**src/rtl/irqagg_pkg.sv**
```systemverilog
package irqagg_pkg;
    localparam int ADDR_W = 12;
    localparam int DATA_W = 32;

    // Fixed register offsets (bit layout of the top words is behaviour)
    localparam logic [ADDR_W-1:0] OFS_TOP_EN   = 12'h180;
    localparam logic [ADDR_W-1:0] OFS_TOP_STAT = 12'h184;
    localparam logic [ADDR_W-1:0] OFS_GRP_EN   = 12'h190;
    localparam logic [ADDR_W-1:0] OFS_GRP_BASE = 12'hC00;
    localparam int GRP_STRIDE_LG2 = 4;

    // Positions inside the top-level pending/enable words
    localparam int SUM_LSB  = 8;
    localparam int INTX_LSB = 24;
    localparam int EVT_LSB  = 28;
    localparam int NUM_EVT  = 3;

    // Legacy line state
    typedef enum logic [1:0] {
        INTX_IDLE     = 2'd0,
        INTX_ACTIVE   = 2'd1,
        INTX_RELEASED = 2'd2
    } intx_state_e;

    // Word selector inside one group block
    typedef enum logic [1:0] {
        GW_ADDR = 2'd0,
        GW_PEND = 2'd1,
        GW_VEN  = 2'd2,
        GW_NONE = 2'd3
    } grp_word_e;
endpackage

```
**src/rtl/irqagg_msi_group.sv**
```systemverilog
module irqagg_msi_group
    import irqagg_pkg::*;
#(
    parameter int VEC_PER_GRP = 32,
    parameter int BIT_W       = $clog2(VEC_PER_GRP)
) (
    input  logic                   clk,
    input  logic                   rst_n,
    input  logic                   hit_i,
    input  logic [BIT_W-1:0]       bit_i,
    input  logic                   wr_sel_i,
    input  grp_word_e              wr_word_i,
    input  logic [DATA_W-1:0]      wdata_i,
    output logic [DATA_W-1:0]      addr_o,
    output logic [VEC_PER_GRP-1:0] pend_o,
    output logic [VEC_PER_GRP-1:0] ven_o,
    output logic                   live_o
);
    logic [DATA_W-1:0]      addr_q;
    logic [VEC_PER_GRP-1:0] pend_q;
    logic [VEC_PER_GRP-1:0] ven_q;
    logic [VEC_PER_GRP-1:0] set_vec;
    logic [VEC_PER_GRP-1:0] clr_vec;

    always_comb begin
        set_vec = '0;
        if (hit_i) begin
            set_vec[bit_i] = 1'b1;
        end
        clr_vec = '0;
        if (wr_sel_i && wr_word_i == GW_PEND) begin
            clr_vec = wdata_i[VEC_PER_GRP-1:0];
        end
    end

    always_ff @(posedge clk or negedge rst_n) begin
        if (!rst_n) begin
            addr_q <= '0;
            pend_q <= '0;
            ven_q  <= '0;
        end else begin
            pend_q <= (pend_q & ~clr_vec) | set_vec;
            if (wr_sel_i && wr_word_i == GW_ADDR) begin
                addr_q <= wdata_i;
            end
            if (wr_sel_i && wr_word_i == GW_VEN) begin
                ven_q <= wdata_i[VEC_PER_GRP-1:0];
            end
        end
    end

    assign addr_o = addr_q;
    assign pend_o = pend_q;
    assign ven_o  = ven_q;
    assign live_o = |(pend_q & ven_q);

    AST_MSI_SETS_PENDING: assert property (@(posedge clk) disable iff (!rst_n)
        hit_i |=> ((pend_q & $past(set_vec)) == $past(set_vec)));
    AST_CLEAR_LOSES_TO_SET: assert property (@(posedge clk) disable iff (!rst_n)
        (hit_i && wr_sel_i && wr_word_i == GW_PEND) |=> (pend_q & $past(set_vec)) != '0);
endmodule

```
**src/rtl/irqagg_intx_fsm.sv**
```systemverilog
module irqagg_intx_fsm
    import irqagg_pkg::*;
(
    input  logic clk,
    input  logic rst_n,
    input  logic assert_i,
    input  logic deassert_i,
    input  logic clr_i,
    output logic pend_o
);
    intx_state_e state_q;
    intx_state_e state_d;

    always_comb begin
        state_d = state_q;
        unique case (state_q)
            INTX_IDLE: begin
                if (assert_i) state_d = INTX_ACTIVE;
            end
            INTX_ACTIVE: begin
                if (deassert_i && !assert_i) state_d = INTX_RELEASED;
            end
            INTX_RELEASED: begin
                if (assert_i)      state_d = INTX_ACTIVE;
                else if (clr_i)    state_d = INTX_IDLE;
            end
            default: state_d = INTX_IDLE;
        endcase
    end

    always_ff @(posedge clk or negedge rst_n) begin
        if (!rst_n) state_q <= INTX_IDLE;
        else        state_q <= state_d;
    end

    always_comb begin
        pend_o = (state_q != INTX_IDLE);
    end

    AST_INTX_HELD_WHILE_ASSERTED: assert property (@(posedge clk) disable iff (!rst_n)
        (state_q == INTX_ACTIVE && !deassert_i) |=> pend_o);
    AST_INTX_FALL_NEEDS_RELEASE: assert property (@(posedge clk) disable iff (!rst_n)
        $fell(pend_o) |-> $past(state_q == INTX_RELEASED && clr_i));
endmodule

```
**src/rtl/irqagg_top_ctrl.sv**
```systemverilog
module irqagg_top_ctrl
    import irqagg_pkg::*;
#(
    parameter int NUM_GRP  = 8,
    parameter int NUM_INTX = 4
) (
    input  logic                clk,
    input  logic                rst_n,
    input  logic [NUM_GRP-1:0]  grp_live_i,
    input  logic [NUM_INTX-1:0] intx_pend_i,
    input  logic [NUM_EVT-1:0]  evt_i,
    input  logic                en_wr_i,
    input  logic                stat_w1c_i,
    input  logic [DATA_W-1:0]   wdata_i,
    output logic [NUM_INTX-1:0] intx_clr_o,
    output logic [DATA_W-1:0]   top_en_o,
    output logic [DATA_W-1:0]   top_stat_o,
    output logic                irq_o
);
    localparam logic [DATA_W-1:0] EN_MASK =
        (((DATA_W'(1) << NUM_GRP)  - 1) << SUM_LSB)  |
        (((DATA_W'(1) << NUM_INTX) - 1) << INTX_LSB) |
        (((DATA_W'(1) << NUM_EVT)  - 1) << EVT_LSB);

    logic [NUM_GRP-1:0] sum_q;
    logic [NUM_EVT-1:0] evt_q;
    logic [DATA_W-1:0]  en_q;
    logic [DATA_W-1:0]  clr_w;

    assign clr_w = stat_w1c_i ? (wdata_i & EN_MASK) : '0;

    always_ff @(posedge clk or negedge rst_n) begin
        if (!rst_n) begin
            sum_q <= '0;
            evt_q <= '0;
            en_q  <= '0;
        end else begin
            sum_q <= grp_live_i | (sum_q & ~clr_w[SUM_LSB +: NUM_GRP]);
            evt_q <= evt_i | (evt_q & ~clr_w[EVT_LSB +: NUM_EVT]);
            if (en_wr_i) en_q <= wdata_i & EN_MASK;
        end
    end

    always_comb begin
        top_stat_o = '0;
        top_stat_o[SUM_LSB  +: NUM_GRP]  = sum_q;
        top_stat_o[INTX_LSB +: NUM_INTX] = intx_pend_i;
        top_stat_o[EVT_LSB  +: NUM_EVT]  = evt_q;
        intx_clr_o = clr_w[INTX_LSB +: NUM_INTX];
        top_en_o   = en_q;
        irq_o      = |(top_stat_o & en_q);
    end

    AST_SUMMARY_CAPTURED: assert property (@(posedge clk) disable iff (!rst_n)
        (grp_live_i != '0) |=> ((sum_q & $past(grp_live_i)) == $past(grp_live_i)));
    AST_EVENT_CAPTURED: assert property (@(posedge clk) disable iff (!rst_n)
        (evt_i != '0) |=> ((evt_q & $past(evt_i)) == $past(evt_i)));
    AST_NO_IRQ_WHEN_MASKED: assert property (@(posedge clk) disable iff (!rst_n)
        (en_q == '0) |-> !irq_o);
endmodule

```
**src/rtl/irqagg_top.sv**
```systemverilog
module irqagg_top
    import irqagg_pkg::*;
#(
    parameter int NUM_GRP     = 8,
    parameter int VEC_PER_GRP = 32,
    parameter int NUM_INTX    = 4,
    parameter int GRP_W       = $clog2(NUM_GRP),
    parameter int BIT_W       = $clog2(VEC_PER_GRP),
    parameter int VEC_W       = GRP_W + BIT_W
) (
    input  logic                clk,
    input  logic                rst_n,
    input  logic                reg_wr_i,
    input  logic                reg_rd_i,
    input  logic [ADDR_W-1:0]   reg_addr_i,
    input  logic [DATA_W-1:0]   reg_wdata_i,
    output logic [DATA_W-1:0]   reg_rdata_o,
    input  logic                msi_valid_i,
    input  logic [VEC_W-1:0]    msi_vector_i,
    input  logic [NUM_INTX-1:0] intx_assert_i,
    input  logic [NUM_INTX-1:0] intx_deassert_i,
    input  logic                evt_msg_i,
    input  logic                evt_aer_i,
    input  logic                evt_pm_i,
    output logic                irq_o
);
    localparam logic [ADDR_W-1:0] GRP_END =
        OFS_GRP_BASE + ADDR_W'(NUM_GRP << GRP_STRIDE_LG2);

    // ---------------- address decode ----------------
    logic              in_grp;
    logic [ADDR_W-1:0] grp_rel;
    logic [GRP_W-1:0]  grp_sel;
    grp_word_e         grp_word;
    logic              hit_top_en, hit_top_stat, hit_grp_en, rd_hit;

    always_comb begin
        grp_rel  = reg_addr_i - OFS_GRP_BASE;
        grp_sel  = grp_rel[GRP_STRIDE_LG2 +: GRP_W];
        in_grp   = (reg_addr_i >= OFS_GRP_BASE) && (reg_addr_i < GRP_END) &&
                   (reg_addr_i[1:0] == 2'b00);
        grp_word = in_grp ? grp_word_e'(reg_addr_i[3:2]) : GW_NONE;
        hit_top_en   = (reg_addr_i == OFS_TOP_EN);
        hit_top_stat = (reg_addr_i == OFS_TOP_STAT);
        hit_grp_en   = (reg_addr_i == OFS_GRP_EN);
        rd_hit = hit_top_en || hit_top_stat || hit_grp_en || (grp_word != GW_NONE);
    end

    // ---------------- group enable ----------------
    logic [NUM_GRP-1:0] grp_en_q;
    always_ff @(posedge clk or negedge rst_n) begin
        if (!rst_n)                       grp_en_q <= '0;
        else if (reg_wr_i && hit_grp_en)  grp_en_q <= reg_wdata_i[NUM_GRP-1:0];
    end

    // ---------------- MSI groups ----------------
    logic [NUM_GRP-1:0][DATA_W-1:0]      g_addr;
    logic [NUM_GRP-1:0][VEC_PER_GRP-1:0] g_pend;
    logic [NUM_GRP-1:0][VEC_PER_GRP-1:0] g_ven;
    logic [NUM_GRP-1:0]                  g_live;
    logic [GRP_W-1:0]                    msi_grp;
    logic [BIT_W-1:0]                    msi_bit;

    assign msi_grp = msi_vector_i[BIT_W +: GRP_W];
    assign msi_bit = msi_vector_i[BIT_W-1:0];

    for (genvar g = 0; g < NUM_GRP; g++) begin : gen_grp
        irqagg_msi_group #(
            .VEC_PER_GRP (VEC_PER_GRP),
            .BIT_W       (BIT_W)
        ) grp_i (
            .clk       (clk),
            .rst_n     (rst_n),
            .hit_i     (msi_valid_i && msi_grp == GRP_W'(g)),
            .bit_i     (msi_bit),
            .wr_sel_i  (reg_wr_i && in_grp && grp_sel == GRP_W'(g)),
            .wr_word_i (grp_word),
            .wdata_i   (reg_wdata_i),
            .addr_o    (g_addr[g]),
            .pend_o    (g_pend[g]),
            .ven_o     (g_ven[g]),
            .live_o    (g_live[g])
        );
    end

    // ---------------- legacy lines ----------------
    logic [NUM_INTX-1:0] intx_pend;
    logic [NUM_INTX-1:0] intx_clr;

    for (genvar n = 0; n < NUM_INTX; n++) begin : gen_intx
        irqagg_intx_fsm intx_i (
            .clk        (clk),
            .rst_n      (rst_n),
            .assert_i   (intx_assert_i[n]),
            .deassert_i (intx_deassert_i[n]),
            .clr_i      (intx_clr[n]),
            .pend_o     (intx_pend[n])
        );
    end

    // ---------------- top level ----------------
    logic [DATA_W-1:0] top_en, top_stat;

    irqagg_top_ctrl #(
        .NUM_GRP  (NUM_GRP),
        .NUM_INTX (NUM_INTX)
    ) ctrl_i (
        .clk         (clk),
        .rst_n       (rst_n),
        .grp_live_i  (g_live & grp_en_q),
        .intx_pend_i (intx_pend),
        .evt_i       ({evt_pm_i, evt_aer_i, evt_msg_i}),
        .en_wr_i     (reg_wr_i && hit_top_en),
        .stat_w1c_i  (reg_wr_i && hit_top_stat),
        .wdata_i     (reg_wdata_i),
        .intx_clr_o  (intx_clr),
        .top_en_o    (top_en),
        .top_stat_o  (top_stat),
        .irq_o       (irq_o)
    );

    // ---------------- read path ----------------
    logic [DATA_W-1:0] rd_val;
    always_comb begin
        rd_val = '0;
        if (hit_top_en)        rd_val = top_en;
        else if (hit_top_stat) rd_val = top_stat;
        else if (hit_grp_en)   rd_val = DATA_W'(grp_en_q);
        else begin
            unique case (grp_word)
                GW_ADDR: rd_val = g_addr[grp_sel];
                GW_PEND: rd_val = DATA_W'(g_pend[grp_sel]);
                GW_VEN:  rd_val = DATA_W'(g_ven[grp_sel]);
                GW_NONE: rd_val = '0;
                default: rd_val = '0;
            endcase
        end
    end

    always_ff @(posedge clk or negedge rst_n) begin
        if (!rst_n)        reg_rdata_o <= '0;
        else if (reg_rd_i) reg_rdata_o <= rd_val;
    end

    AST_UNMAPPED_READS_ZERO: assert property (@(posedge clk) disable iff (!rst_n)
        (reg_rd_i && !rd_hit) |=> (reg_rdata_o == '0));
    AST_DISABLED_GROUP_SILENT: assert property (@(posedge clk) disable iff (!rst_n)
        (grp_en_q == '0 && $past(grp_en_q) == '0 && top_stat[SUM_LSB +: NUM_GRP] == '0)
        |=> (top_stat[SUM_LSB +: NUM_GRP] == '0));
endmodule

```
**config.mk**
```make
export PLATFORM = sky130hd
export DESIGN_NAME = irqagg_top
export DESIGN_NICKNAME = d
export VERILOG_FILES = /design/src/rtl/irqagg_pkg.sv /design/src/rtl/irqagg_msi_group.sv /design/src/rtl/irqagg_intx_fsm.sv /design/src/rtl/irqagg_top_ctrl.sv /design/src/rtl/irqagg_top.sv
export SDC_FILE = /design/constraint.sdc
export NUM_CORES = 2
export LEC_CHECK = 0
export ABC_AREA = 1
export ABC_CLOCK_PERIOD_IN_PS = 1900
export BUFFER_PORTS_ARGS = -buffer_cell sky130_fd_sc_hd__buf_2
export CAP_MARGIN = 20
export CORE_UTILIZATION = 45
export DETAILED_ROUTE_END_ITERATION = 16
export PLACE_DENSITY_LB_ADDON = 0.2
export REMOVE_ABC_BUFFERS = 1
export SLEW_MARGIN = 10
export SYNTH_ARGS = -nofsm -noshare
export SYNTH_HDL_FRONTEND = slang
export SYNTH_HIERARCHICAL = 1
export SYNTH_SLANG_ARGS = --single-unit
```
**constraint.sdc**
```tcl
create_clock -name clk -period 1.9 [get_ports clk]
set_clock_uncertainty 0.15 [all_clocks]
set_input_delay 0.38 -clock clk [delete_from_list [all_inputs] [get_ports clk]]
set_output_delay 0.38 -clock clk [all_outputs]
set_load 0.02 [all_outputs]
```
==> impl_metrics.yaml <==
outcome:
  status: "finished with violations"
  violations: "negative setup slack"
die:
  design.portCount: 101
  die_area_um2: 102000
  die_h_um: 320
  initial_core_util: 0.454
  die_w_um: 320
  num_rows: 116
  core_um2: 100000
global_routing:
  gr-total-overflow: 0
  met3_usage: 0.0625
  grtUsageMet1: 0.488
  grt_max_degree: 68
  busiest_layer: "met2"
  grt_use_met2: 0.551
  antenna_found_initial: 4
  grt_pass1_wl_um: 272000
  grt_pass1_vias: 41110
  grt_usage: 0.366
logic_synthesis:
  ys_ff_latch: 842
  synth_area_per_cell_um2: 7.75
  yosysSeqAreaShare: 0.463
  yosysTopAreaCellShare: 0.463
  synthFlopType: "dfrtp_1"
  synth_warnings: 6
  synth_largest_area_cell: "dfrtp_1"
  ys_types: 37
  syn-cell-area_um2: 45500
  netlist_top_cells_area: "dfrtp_1, nand2_1, o21ai_2"
  syn_inst: 5876
  synthArstFlopShare: 1.00
  synth_edf_count: 0
clock_network:
  clk_pin_slew_worst_paths_ps: 60
  clk_latency_ps: 700
  cts_max_path_buffers: 3
  cts_tree: "built"
  root_buffer: "clkbuf_16"
  cts_num_sinks: 842
  h-tree-depth: 3
  cts_buffers: 96
detailed_routing:
  via_count: 42796
  drt-vias-per-instance: 5.53
  ant_nets: 0
  dr.first_iter.drc_count: 4838
  wl_per_cell_um: 24.2
  first_pass_iters: 6
  drc: 0
  drt_wl_total_um: 188000
pwr:
  p_leak_nw: 28.3
  netSwitchingFraction: 0.272
  p_total_mw: 43.1
  seq_power_share: 0.439
  power_density_nw_per_um2: 784
  pwr-share-clk: 0.442
  ir_worst_vdd_v: 0.000683
  p_comb_frac: 0.119
  switchingPower_mw: 11.7
  p_int_mw: 31.3
sta:
  period_needed_ps: 2260
  timing.hold.ws_ps: 29.3
  fmax_ghz: 0.443
  finalCritPeriodShare: 1.19
  finalWorstSetupSlack_ps: -359
  rsz0062_at_grt: "true"
  finalSetupViolations: 2
  hold_violations: 0
  slew_headroom: 0.624
  slew_violations: 0
  worst_pin_slew_ps: 562
worst_setup_path:
  r2r_start: "gen_grp[1].grp_i/pend_o[7]"
  cpMaxStageDelayCell: "dfrtp_1"
  crit_start: "gen_intx[1].intx_i/state_q[0]"
  worst-path-buf-inv: 3
  rr_worst_depth: 10
  start_kind: "flip-flop"
  crit_family: "flip-flops"
  critical_path_depth: 9
  crit_chain: "inv_2 > nand2_4 > nand2_4 > nand2_2 > inv_2 > nand2_2 > nor2_2 > nand2_1 > buf_6"
  critPathMaxStageDelay_ps: 390
  cp.arrival_ps: 1730
  critPathKind: "flip-flop to primary output"
  cp_max_fo: 2
  worstPathRequired_ps: 1370
  worst_setup_path_end_kind: "primary output"
final_layout:
  nNetsFinal: 6438
  fin_util: 0.549
  drive_gt1_frac: 0.219
  n_antenna_cell: 0
  finalInstanceArea_um2: 55000
  area_delta_synth_final_pct: 20.7
  stdcell_count: 7744
place:
  gp_congestion: 1.02
  numPortBuffers: 100
  dpl.cell_count: 7530
  placed_cell_area_um2: 51300
  dp_hpwl_um: 140000
min_path:
  min_path_type: "input port to async pin"
run:
  maxCapViolCount: 0
==> cell type report <==
| type | instances | area, um^2 |
|---|---|---|
| clock inverters | 27 | 332 |
| inverters | 621 | 2340 |
| fillers | 9505 | 45200 |
| clock buffers | 147 | 2830 |
| flip-flops and latches | 842 | 21100 |
| well taps | 1298 | 1620 |
| multi-input cells | 4143 | 20200 |
| repair buffers | 666 | 6520 |
==> stage by stage <==
stage          setup TNS [ps]  setup WS [ps]
2_1_floorplan        -1867100          -2880
3_3_place_gp          -397830           -842
3_5_place_dp          -418680           -844
4_1_cts                  -363           -363
5_1_grt                  -446           -446
6_report                 -364           -359
==> registers in the layout, summed over array words and instances, names as in the netlist, 8 cells and up <==
name	cells
reg_rdata_o	32
ctrl_i/sum_q	8
ctrl_i/top_en_o	15
gen_grp.grp_i/addr_o	256
gen_intx.intx_i/state_q	8
gen_grp.grp_i/pend_o	256
gen_grp.grp_i/ven_o	256
grp_en_q	8
==> cell usage in the layout, fill, tap and decap left out, types with 3 or more instances in the layout <==
cell | netlist | layout
nand2_1 | 1788 | 1770
buf_6 | 99 | 3
o21ai_0 | 517 | 510
nor2_2 | 16 | 21
nand3_1 | 236 | 235
mux2_2 | 13 | 13
a21oi_1 | 55 | 55
o21ai_1 | 101 | 104
nand2_4 | 0 | 14
nand2_2 | 18 | 21
nor3_1 | 10 | 9
nor2_1 | 703 | 696
conb_1 | 1 | 34
nand4_1 | 44 | 44
clkbuf_1 | 66 | 30
o21a_1 | 17 | 17
a21o_1 | 11 | 11
clkbuf_8 | 0 | 19
o21ai_2 | 496 | 500
inv_2 | 34 | 35
nand3b_1 | 17 | 17
clkbuf_16 | 0 | 98
dfrtp_1 | 842 | 836
buf_12 | 1 | 131
buf_4 | 47 | 397
nand3_4 | 8 | 8
o21bai_1 | 4 | 4
bufinv_16 | 0 | 7
clkinv_2 | 0 | 16
mux2i_1 | 5 | 5
dfrtp_2 | 0 | 6
dlygate4sd3_1 | 0 | 37
o22ai_1 | 31 | 31
inv_1 | 587 | 584
buf_2 | 84 | 95
mux2_4 | 10 | 10
==> synthesized netlist by cell type (11+ instances only) <==
cell and count:
nand2_1 1788, dfrtp_1 842, nor2_1 703, inv_1 587, o21ai_0 517, o21ai_2 496
nand3_1 236, o21ai_1 101, buf_6 99, buf_2 84, clkbuf_1 66, a21oi_1 55
buf_4 47, nand4_1 44, inv_2 34, o22ai_1 31, nand2_2 18, nand3b_1 17
o21a_1 17, nor2_2 16, mux2_2 13, a21o_1 11
==> worst reg2reg max path: cells and delay by family (launching register included) <==
kind / cells / cell delay, ps
and+or+nand+nor: 7 / 820
DFF: 1 / 410
buffers and inverters: 2 / 230
AOI/OAI and AO/OA: 1 / 160
==> kinds of logic (layout without fill, tap and decap cells) <==
logic type / count (synthesis) / in the layout / synth area share
compound gates: 1234 / 1234 / 0.179
buf+inv: 924 / 1461 / 0.0991
flops: 842 / 842 / 0.463
mux: 28 / 28 / 0.00762
other cells: 1 / 34 / 0.0000824
simple gates: 2847 / 2847 / 0.251
==> per-layer routing <==
metal,part of all wire,up-vias
met2,0.43,2078
li1,-,19570
met3,0.085,533
met5,0,-
met1,0.41,20615
met4,0.077,0
==> worst paths after layout <==
check | endpoint | slack (ps)
max | irq_o | -360
min | gen_grp[1].grp_i/addr_o[16] | 30
max reg2reg | ctrl_i/sum_q[1] | 0
min reg2reg | reg_rdata_o[12] | 330
max in group asynchronous | gen_grp[0].grp_i/addr_o[28] | 690
min in group clk | gen_grp[6].grp_i/addr_o[3] | 30
==> power groups by stage <==
| stage | clock network [mW] | logic (mW) | registers (mW) |
|---|---|---|---|
| finish | 19.1 | 5.11 | 18.9 |
| global route | 19.9 | 5.49 | 19.0 |
| CTS | 19.2 | 5.01 | 18.9 |
| detailed placement | 0 | 4.80 | 19.2 |
| global placement | 0 | 4.75 | 19.2 |
| floorplan | 0 | 2.10 | 19.1 |
==> what timing repair did <==
action                     CTS  global route
setup endpoints to repair   12            42
buffers inserted             4             0
hold buffers                37             0
pin swaps                    3             8
hold endpoints to repair   725             0
gates resized for setup     23            31
Note: power is estimated with default switching activity, not from simulation.
